===== src/rtl/sup_ctrl_pkg.sv =====
// Package: shared types and polarity decoding for the supply supervisor controller.
// Assumes the polarity strap is a static 2-bit code from a three-state pad decoder.
package sup_ctrl_pkg;

    localparam int unsigned RAILS = 4;

    // Pad decoder codes for the three-state polarity strap.
    typedef enum logic [1:0] {
        SEL_TIED_LOW  = 2'b00,
        SEL_TIED_HIGH = 2'b01,
        SEL_FLOATING  = 2'b10,
        SEL_SPARE     = 2'b11
    } pol_sel_e;

    // Build-time meaning of the mode pin.
    typedef enum logic {
        VAR_LATCH   = 1'b0,
        VAR_DISABLE = 1'b1
    } variant_e;

    // Returns 1 when rail index idx (0-based) is configured as negative.
    function automatic logic rail_negative(input logic [1:0] sel, input int idx);
        logic neg;
        case (idx)
            2:       neg = (sel == SEL_TIED_LOW);
            3:       neg = (sel == SEL_TIED_LOW) || (sel == SEL_FLOATING);
            default: neg = 1'b0;
        endcase
        return neg;
    endfunction

endpackage


===== src/rtl/sup_sync2.sv =====
// Module: two-flop synchronizer for a vector of asynchronous level signals.
// Assumes each bit is an independent slow level; no bus coherency is implied.
module sup_sync2 #(
    parameter int unsigned W           = 1,
    parameter logic [W-1:0] RESET_VALUE = '0
) (
    input  logic         clk,
    input  logic         rst_n,
    input  logic [W-1:0] async_i,
    output logic [W-1:0] sync_o
);
    logic [W-1:0] stage1_q;
    logic [W-1:0] stage2_q;

    // Purpose: two-stage capture of the asynchronous inputs.
    always_ff @(posedge clk) begin
        if (!rst_n) begin
            stage1_q <= RESET_VALUE;
            stage2_q <= RESET_VALUE;
        end else begin
            stage1_q <= async_i;
            stage2_q <= stage1_q;
        end
    end

    assign sync_o = stage2_q;
endmodule


===== src/rtl/sup_glitch_filter.sv =====
// Module: persistence filter. The output rises only after the input has been
// high on FILT_CYCLES consecutive clocks, and falls one clock after the input drops.
// Assumes the input is already synchronous to clk.
module sup_glitch_filter #(
    parameter int unsigned FILT_CYCLES = 3
) (
    input  logic clk,
    input  logic rst_n,
    input  logic level_i,
    output logic hit_o
);
    localparam int unsigned LIMIT = FILT_CYCLES - 1;
    localparam int unsigned CW    = (FILT_CYCLES > 1) ? $clog2(FILT_CYCLES) : 1;

    logic [CW-1:0] run_q;
    logic          hit_q;

    // Purpose: count consecutive high samples and saturate at the limit.
    always_ff @(posedge clk) begin
        if (!rst_n) begin
            run_q <= '0;
        end else if (!level_i) begin
            run_q <= '0;
        end else if (run_q < CW'(LIMIT)) begin
            run_q <= run_q + 1'b1;
        end
    end

    // Purpose: declare a fault once the run of high samples is long enough.
    always_ff @(posedge clk) begin
        if (!rst_n) begin
            hit_q <= 1'b0;
        end else begin
            hit_q <= level_i && (run_q >= CW'(LIMIT));
        end
    end

    assign hit_o = hit_q;
endmodule


===== src/rtl/sup_fault_map.sv =====
// Module: maps filtered comparator flags to undervoltage and overvoltage faults
// according to rail polarity, and ORs them across rails.
// Assumes the polarity code is static while faults are being evaluated.
module sup_fault_map #(
    parameter int unsigned RAILS = sup_ctrl_pkg::RAILS
) (
    input  logic [RAILS-1:0] hi_hit_i,
    input  logic [RAILS-1:0] lo_hit_i,
    input  logic [1:0]       pol_sel_i,
    output logic             uv_any_o,
    output logic             ov_any_o
);
    logic [RAILS-1:0] uv_vec;
    logic [RAILS-1:0] ov_vec;

    for (genvar r = 0; r < RAILS; r++) begin : g_rail
        logic neg;
        // Purpose: swap the flag meanings on a negative rail.
        assign neg       = sup_ctrl_pkg::rail_negative(pol_sel_i, r);
        assign uv_vec[r] = neg ? lo_hit_i[r] : hi_hit_i[r];
        assign ov_vec[r] = neg ? hi_hit_i[r] : lo_hit_i[r];
    end

    assign uv_any_o = |uv_vec;
    assign ov_any_o = |ov_vec;
endmodule


===== src/rtl/sup_hold_timer.sv =====
// Module: restartable hold stretcher. The output is active while the fault is
// present and for HOLD_CYCLES clocks after it clears. The count restarts on any
// new fault. Bypass releases one clock after clear, and force_clr drops everything.
// Assumes the fault input is synchronous.
module sup_hold_timer #(
    parameter int unsigned HOLD_CYCLES  = 1000,
    parameter logic        RESET_ACTIVE = 1'b1
) (
    input  logic clk,
    input  logic rst_n,
    input  logic fault_i,
    input  logic bypass_i,
    input  logic force_clr_i,
    output logic active_o
);
    localparam int unsigned LIMIT = HOLD_CYCLES - 1;
    localparam int unsigned CW    = (HOLD_CYCLES > 1) ? $clog2(HOLD_CYCLES) : 1;

    logic [CW-1:0] cnt_q;
    logic          active_q;

    // Purpose: assert on fault, count down the hold after clear, release at the limit.
    always_ff @(posedge clk) begin
        if (!rst_n) begin
            active_q <= RESET_ACTIVE;
            cnt_q    <= '0;
        end else if (force_clr_i) begin
            active_q <= 1'b0;
            cnt_q    <= '0;
        end else if (fault_i) begin
            active_q <= 1'b1;
            cnt_q    <= '0;
        end else if (active_q) begin
            if (bypass_i || (cnt_q == CW'(LIMIT))) begin
                active_q <= 1'b0;
                cnt_q    <= '0;
            end else begin
                cnt_q <= cnt_q + 1'b1;
            end
        end
    end

    assign active_o = active_q;
endmodule


===== src/rtl/supply_supervisor_ctrl.sv =====
// Module: decision and timing logic of a four-rail UV/OV supervisor.
// It synchronizes and filters comparator flags, maps them to fault types by
// polarity, stretches each output by a restartable hold, and applies lockout
// and the variant-specific mode pin (overvoltage latch or global disable).
// Assumes pol_sel_i and timer_bypass_i are static straps.
module supply_supervisor_ctrl #(
    parameter int unsigned           FILT_CYCLES = 3,
    parameter int unsigned           HOLD_CYCLES = 1000,
    parameter sup_ctrl_pkg::variant_e VARIANT    = sup_ctrl_pkg::VAR_LATCH
) (
    input  logic       clk,
    input  logic       rst_n,
    input  logic [3:0] hi_below_i,
    input  logic [3:0] lo_above_i,
    input  logic       supply_ok_i,
    input  logic [1:0] pol_sel_i,
    input  logic       timer_bypass_i,
    input  logic       mode_i,
    output logic       uv_n_o,
    output logic       ov_n_o
);
    import sup_ctrl_pkg::*;

    localparam int unsigned NFLAG = 2 * RAILS;

    logic [NFLAG-1:0] flag_s;
    logic [NFLAG-1:0] flag_hit;
    logic [1:0]       ctrl_s;
    logic             supply_ok_s;
    logic             mode_s;
    logic             lockout_s;
    logic             dis_s;
    logic             uv_map;
    logic             ov_map;
    logic             uv_fault_w;
    logic             ov_fault_w;
    logic             uv_active;
    logic             ov_active;
    logic             ov_latch_q;

    // Purpose: bring comparator flags into the clock domain.
    sup_sync2 #(.W(NFLAG), .RESET_VALUE('0)) u_sync_flags (
        .clk     (clk),
        .rst_n   (rst_n),
        .async_i ({lo_above_i, hi_below_i}),
        .sync_o  (flag_s)
    );

    // Purpose: bring supply-valid and mode into the clock domain; reset reads as lockout.
    sup_sync2 #(.W(2), .RESET_VALUE(2'b00)) u_sync_ctrl (
        .clk     (clk),
        .rst_n   (rst_n),
        .async_i ({supply_ok_i, mode_i}),
        .sync_o  (ctrl_s)
    );

    assign supply_ok_s = ctrl_s[1];
    assign mode_s      = ctrl_s[0];
    assign lockout_s   = !supply_ok_s;
    assign dis_s       = (VARIANT == VAR_DISABLE) && mode_s;

    // Purpose: one persistence filter per comparator flag.
    for (genvar f = 0; f < NFLAG; f++) begin : g_filt
        sup_glitch_filter #(.FILT_CYCLES(FILT_CYCLES)) u_filt (
            .clk     (clk),
            .rst_n   (rst_n),
            .level_i (flag_s[f]),
            .hit_o   (flag_hit[f])
        );
    end

    sup_fault_map #(.RAILS(RAILS)) u_map (
        .hi_hit_i  (flag_hit[RAILS-1:0]),
        .lo_hit_i  (flag_hit[NFLAG-1:RAILS]),
        .pol_sel_i (pol_sel_i),
        .uv_any_o  (uv_map),
        .ov_any_o  (ov_map)
    );

    // Purpose: lockout counts as an undervoltage and masks overvoltage.
    assign uv_fault_w = uv_map || lockout_s;
    assign ov_fault_w = ov_map && !lockout_s;

    sup_hold_timer #(.HOLD_CYCLES(HOLD_CYCLES), .RESET_ACTIVE(1'b1)) u_uv_hold (
        .clk         (clk),
        .rst_n       (rst_n),
        .fault_i     (uv_fault_w),
        .bypass_i    (timer_bypass_i || dis_s),
        .force_clr_i (1'b0),
        .active_o    (uv_active)
    );

    sup_hold_timer #(.HOLD_CYCLES(HOLD_CYCLES), .RESET_ACTIVE(1'b0)) u_ov_hold (
        .clk         (clk),
        .rst_n       (rst_n),
        .fault_i     (ov_fault_w),
        .bypass_i    (timer_bypass_i || dis_s),
        .force_clr_i (lockout_s),
        .active_o    (ov_active)
    );

    // Purpose: hold the overvoltage indication in the latching variant while mode is low.
    always_ff @(posedge clk) begin
        if (!rst_n) begin
            ov_latch_q <= 1'b0;
        end else if (lockout_s || mode_s || (VARIANT != VAR_LATCH)) begin
            ov_latch_q <= 1'b0;
        end else if (ov_active) begin
            ov_latch_q <= 1'b1;
        end
    end

    assign uv_n_o = !(lockout_s || (uv_active && !dis_s));
    assign ov_n_o = !((ov_active || ov_latch_q) && !dis_s && !lockout_s);
endmodule


===== config.mk =====
export PLATFORM = sky130hd
export DESIGN_NAME = supply_supervisor_ctrl
export DESIGN_NICKNAME = d
export VERILOG_FILES = /design/src/rtl/sup_ctrl_pkg.sv /design/src/rtl/sup_sync2.sv /design/src/rtl/sup_glitch_filter.sv /design/src/rtl/sup_fault_map.sv /design/src/rtl/sup_hold_timer.sv /design/src/rtl/supply_supervisor_ctrl.sv
export SDC_FILE = /design/constraint.sdc
export NUM_CORES = 1
export LEC_CHECK = 0
export ABC_AREA = 1
export BUFFER_PORTS_ARGS = -buffer_cell sky130_fd_sc_hd__buf_2
export CAP_MARGIN = 20
export CORE_MARGIN = 10
export CORE_UTILIZATION = 48
export DETAILED_ROUTE_END_ITERATION = 6
export PLACE_DENSITY = 0.72
export SYNTH_ARGS = -nofsm -noshare
export SYNTH_HDL_FRONTEND = slang
export SYNTH_SLANG_ARGS = --single-unit

===== constraint.sdc =====
create_clock -name clk -period 1.5 [get_ports clk]
set_input_delay 0.225 -clock clk [delete_from_list [all_inputs] [get_ports clk]]
set_output_delay 0.225 -clock clk [all_outputs]
set_load 0.005 [all_outputs]

==> results.py <==
metrics = {
    "run_status": {
        "status": "completed",
    },
    "power_and_ir_drop": {
        "power_mw": 3.428,
        "total_leakage_power_nw": 1.428,
        "vdd_drop_max_v": 0.0007883,
        "power_density_mw_per_mm2": 1064,
    },
    "floorplanning": {
        "num_io_pins": 17,
        "start_util": 0.4870,
        "rows": 28,
        "dieArea_mm2": 0.009417,
        "die_width_um": 97.04,
        "core_mm2": 0.005851,
        "fp.dieH_um": 97.04,
    },
    "cts": {
        "ctsHoldBuffers": 0,
        "clock_sinks": 67,
        "cts_buffer_depth": 2,
        "clk_pin_slew_worst_paths_ns": 0.07,
        "cts-htree-levels": 3,
        "cts-root-buf": "clkbuf_8",
        "postCtsSetupBuffers": 0,
        "cts_tree": "yes",
        "insertion_delay_ns": 0.34,
        "ctsResizeCount": 0,
        "cts_buffers": 9,
    },
    "grt": {
        "grt_max_degree": 30,
        "grt_pass1_vias": 2212,
        "grt_pass1_wl_um": 8990,
        "grt_use_total": 0.1126,
        "antenna_found_initial": 0,
        "overflow": 0,
    },
    "logic_synthesis": {
        "synth_nets": 415,
        "yosys_warnings": 0,
        "synth-seq-area-share": 0.4708,
        "yosysUniqueCellTypes": 30,
        "avgSynthCellArea_um2": 7.305,
        "synth_cells": 390,
        "yosys.area.top_type": "dfxtp_1",
        "yosys-top-cells-area": "dfxtp_1 (47%), nand2_1 (16%), inv_1 (7.5%), a21oi_1 (5.8%), ha_1 (4.4%)",
        "synth_area_mm2": 0.002849,
        "ys_ff_latch": 67,
        "synth_top_area_share": 0.4708,
    },
    "min_path": {
        "hold_path.class": "in2reg",
        "hp-start": "hi_below_i[0]",
        "hold_depth": 3,
        "whs_endpoint": "u_sync_flags.stage1_q[0]",
    },
    "setup_path": {
        "cpMostUsedCell": "nand2_1",
        "path_class": "reg2reg",
        "slowest_stage": "dfxtp_2",
        "critPathTopFamily": "simple AND/OR/NAND/NOR gates",
        "crit_path_start": "u_uv_hold.cnt_q[0]",
        "cp-start-kind": "register",
        "cp_slowest_stage_delay_ns": 0.35,
        "cp-end-kind": "register",
        "cp_num_buf_inv": 1,
        "reg2reg_slack_ns": 0.14,
        "r2r-end": "u_uv_hold.cnt_q[4]",
        "path_max_fanout": 8,
        "crit_chain": "ha_1 -> nand2_1 -> nor2_1 -> nand3_1 -> nand2_1 -> inv_2 -> nand2_1 -> a21oi_1",
        "crit_required_ns": 1.77,
        "rr_startpoint": "u_uv_hold.cnt_q[0]",
        "arrival_ns": 1.63,
        "reg2reg_depth": 8,
    },
    "timing": {
        "slew_headroom": 0.8307,
        "finalSetupTns_ns": 0,
        "drv_slew": 0,
        "finalSetupViolCount": 0,
        "fin_crit_ns": 1.364,
        "tightest_slew_ns": 0.2512,
        "fin_skew_ns": 0.004671,
        "hold-worst-slack_ns": 0.05737,
        "max_freq_mhz": 732.9,
        "finalHoldViolCount": 0,
        "post-route-period-util": 0.9096,
        "rsz0062_at_grt": "no",
    },
    "detailed_routing": {
        "drt_pass1_iterations": 4,
        "ant_nets": 0,
        "post_drt_wl_per_cell_um": 9.895,
        "drc": 0,
        "route.vias.total": 2311,
        "viasPerCell": 4.678,
        "drtIter0Drc": 92,
        "route.final.wire_length_um": 4888,
    },
    "run": {
        "drv_cap": 0,
    },
    "placed_design": {
        "io_buffers": 16,
        "dp_hpwl_um": 3540,
        "routabilityCongestion": 0.8326,
    },
    "final_layout": {
        "area_growth_pct": 13.09,
        "fillers": 561,
        "num_antenna_cells": 0,
        "multiInputGateArea_mm2": 0.001236,
        "final_nets": 439,
        "regArea_mm2": 0.001343,
        "drive_above_1_share": 0.1480,
    },
}
-- kinds of logic after synthesis --
group           after synthesis  synth area share
fa+ha+maj                    10           0.04392
compound gates               46           0.08915
xor+xnor                      1          0.003075
simple gates                195            0.2969
buf+inv                      71           0.09618
flops                        67            0.4708
-- cell type report --
class,count,area share
inverter,66,0.07767
clock buffer,11,0.04388
multi-input combinational,252,0.3837
timing repair buffer,18,0.02951
clock inverter,5,0.01942
tap,75,0.02913
sequential,67,0.4167
-- registers in the layout (all words and copies together), names as in the netlist --
| register | flops |
|---|---|
| u_sync_ctrl.sync_o | 2 |
| u_sync_ctrl.stage1_q | 2 |
| u_sync_flags.stage1_q | 8 |
| u_uv_hold.cnt_q | 10 |
| u_ov_hold.cnt_q | 10 |
| u_ov_hold.active_o | 1 |
| u_uv_hold.active_o | 1 |
| g_filt.u_filt.hit_o | 8 |
| u_sync_flags.sync_o | 8 |
| ov_latch_q | 1 |
| g_filt.u_filt.run_q | 16 |
-- how the worst max path moves through the flow --
stage                     cells after the start            endpoint  slack [ns]
after floorplan                               8  u_uv_hold.cnt_q[8]        0.28
after global placement                        8  u_uv_hold.cnt_q[8]        0.21
after detailed placement                      8  u_uv_hold.cnt_q[0]        0.15
after CTS                                     8  u_uv_hold.cnt_q[0]        0.14
after global routing                          8  u_uv_hold.cnt_q[9]       0.005
final                                         8  u_uv_hold.cnt_q[4]        0.14
-- worst reg2reg max path: cells and delay by family (launching register included) --
family	cells	cell delay, ns
AO/OA/AOI/OAI	1	0.14
adder cells (fa/ha/maj)	1	0.23
buffers and inverters	1	0.14
flip-flops	1	0.35
AND/OR/NAND/NOR	5	0.43
-- cells in the mapped netlist (all sizes together) --
cell type	n
nand2	124
dfxtp	67
inv	64
nor2	42
a21oi	35
nand3	22
ha	10
o21ai	7
nand4	5
buf	3
clkbuf	2
clkinv	2
o21bai	2
a21boi	1
a31oi	1
nor3	1
nor3b	1
xor2	1
-- power by group --
group | leakage, nW | switching [mW] | total, mW | internal (mW)
Combinational | 0.787 | 0.0635 | 0.103 | 0.0393
Sequential | 0.545 | 0.0110 | 1.82 | 1.81
Clock | 0.0957 | 0.685 | 1.50 | 0.818
Total | 1.43 | 0.760 | 3.43 | 2.67
-- layout by cell type (no fill, tap or decap), types with 2 or more instances in the layout --
| master | Yosys | routed |
|---|---|---|
| nor2_1 | 33 | 32 |
| nand3_1 | 21 | 21 |
| nor2_2 | 7 | 8 |
| ha_1 | 10 | 10 |
| a21oi_1 | 33 | 33 |
| dfxtp_1 | 67 | 66 |
| clkinv_4 | 0 | 2 |
| clkbuf_8 | 0 | 10 |
| inv_2 | 7 | 7 |
| nand4_1 | 5 | 5 |
| buf_2 | 1 | 16 |
| o21ai_0 | 3 | 3 |
| clkinvlp_4 | 0 | 2 |
| buf_4 | 1 | 2 |
| nand2_1 | 119 | 119 |
| nand2_2 | 4 | 4 |
| clkinv_2 | 2 | 2 |
| o21bai_1 | 2 | 2 |
| inv_1 | 57 | 57 |
| o21ai_1 | 4 | 4 |
-- through the flow --
stage | setup slack [ns] | utilization | instances | instance area, um^2
global placement | 0.2129 | 0.5152 | 478 | 3014
floorplan | 0.2824 | - | 390 | 2849
global route | 0.005305 | 0.5507 | 494 | 3222
detailed placement | 0.1459 | 0.5152 | 478 | 3014
CTS | 0.1374 | 0.5500 | 494 | 3218
finish | 0.1356 | 0.5507 | 494 | 3222
-- metal layers --
metal  GRT usage  share of wire
met2      0.1929           0.48
met5           0              0
met1      0.1147           0.46
met3     0.04908          0.041
met4     0.05448          0.018
Power figures use the tool's default switching activity.
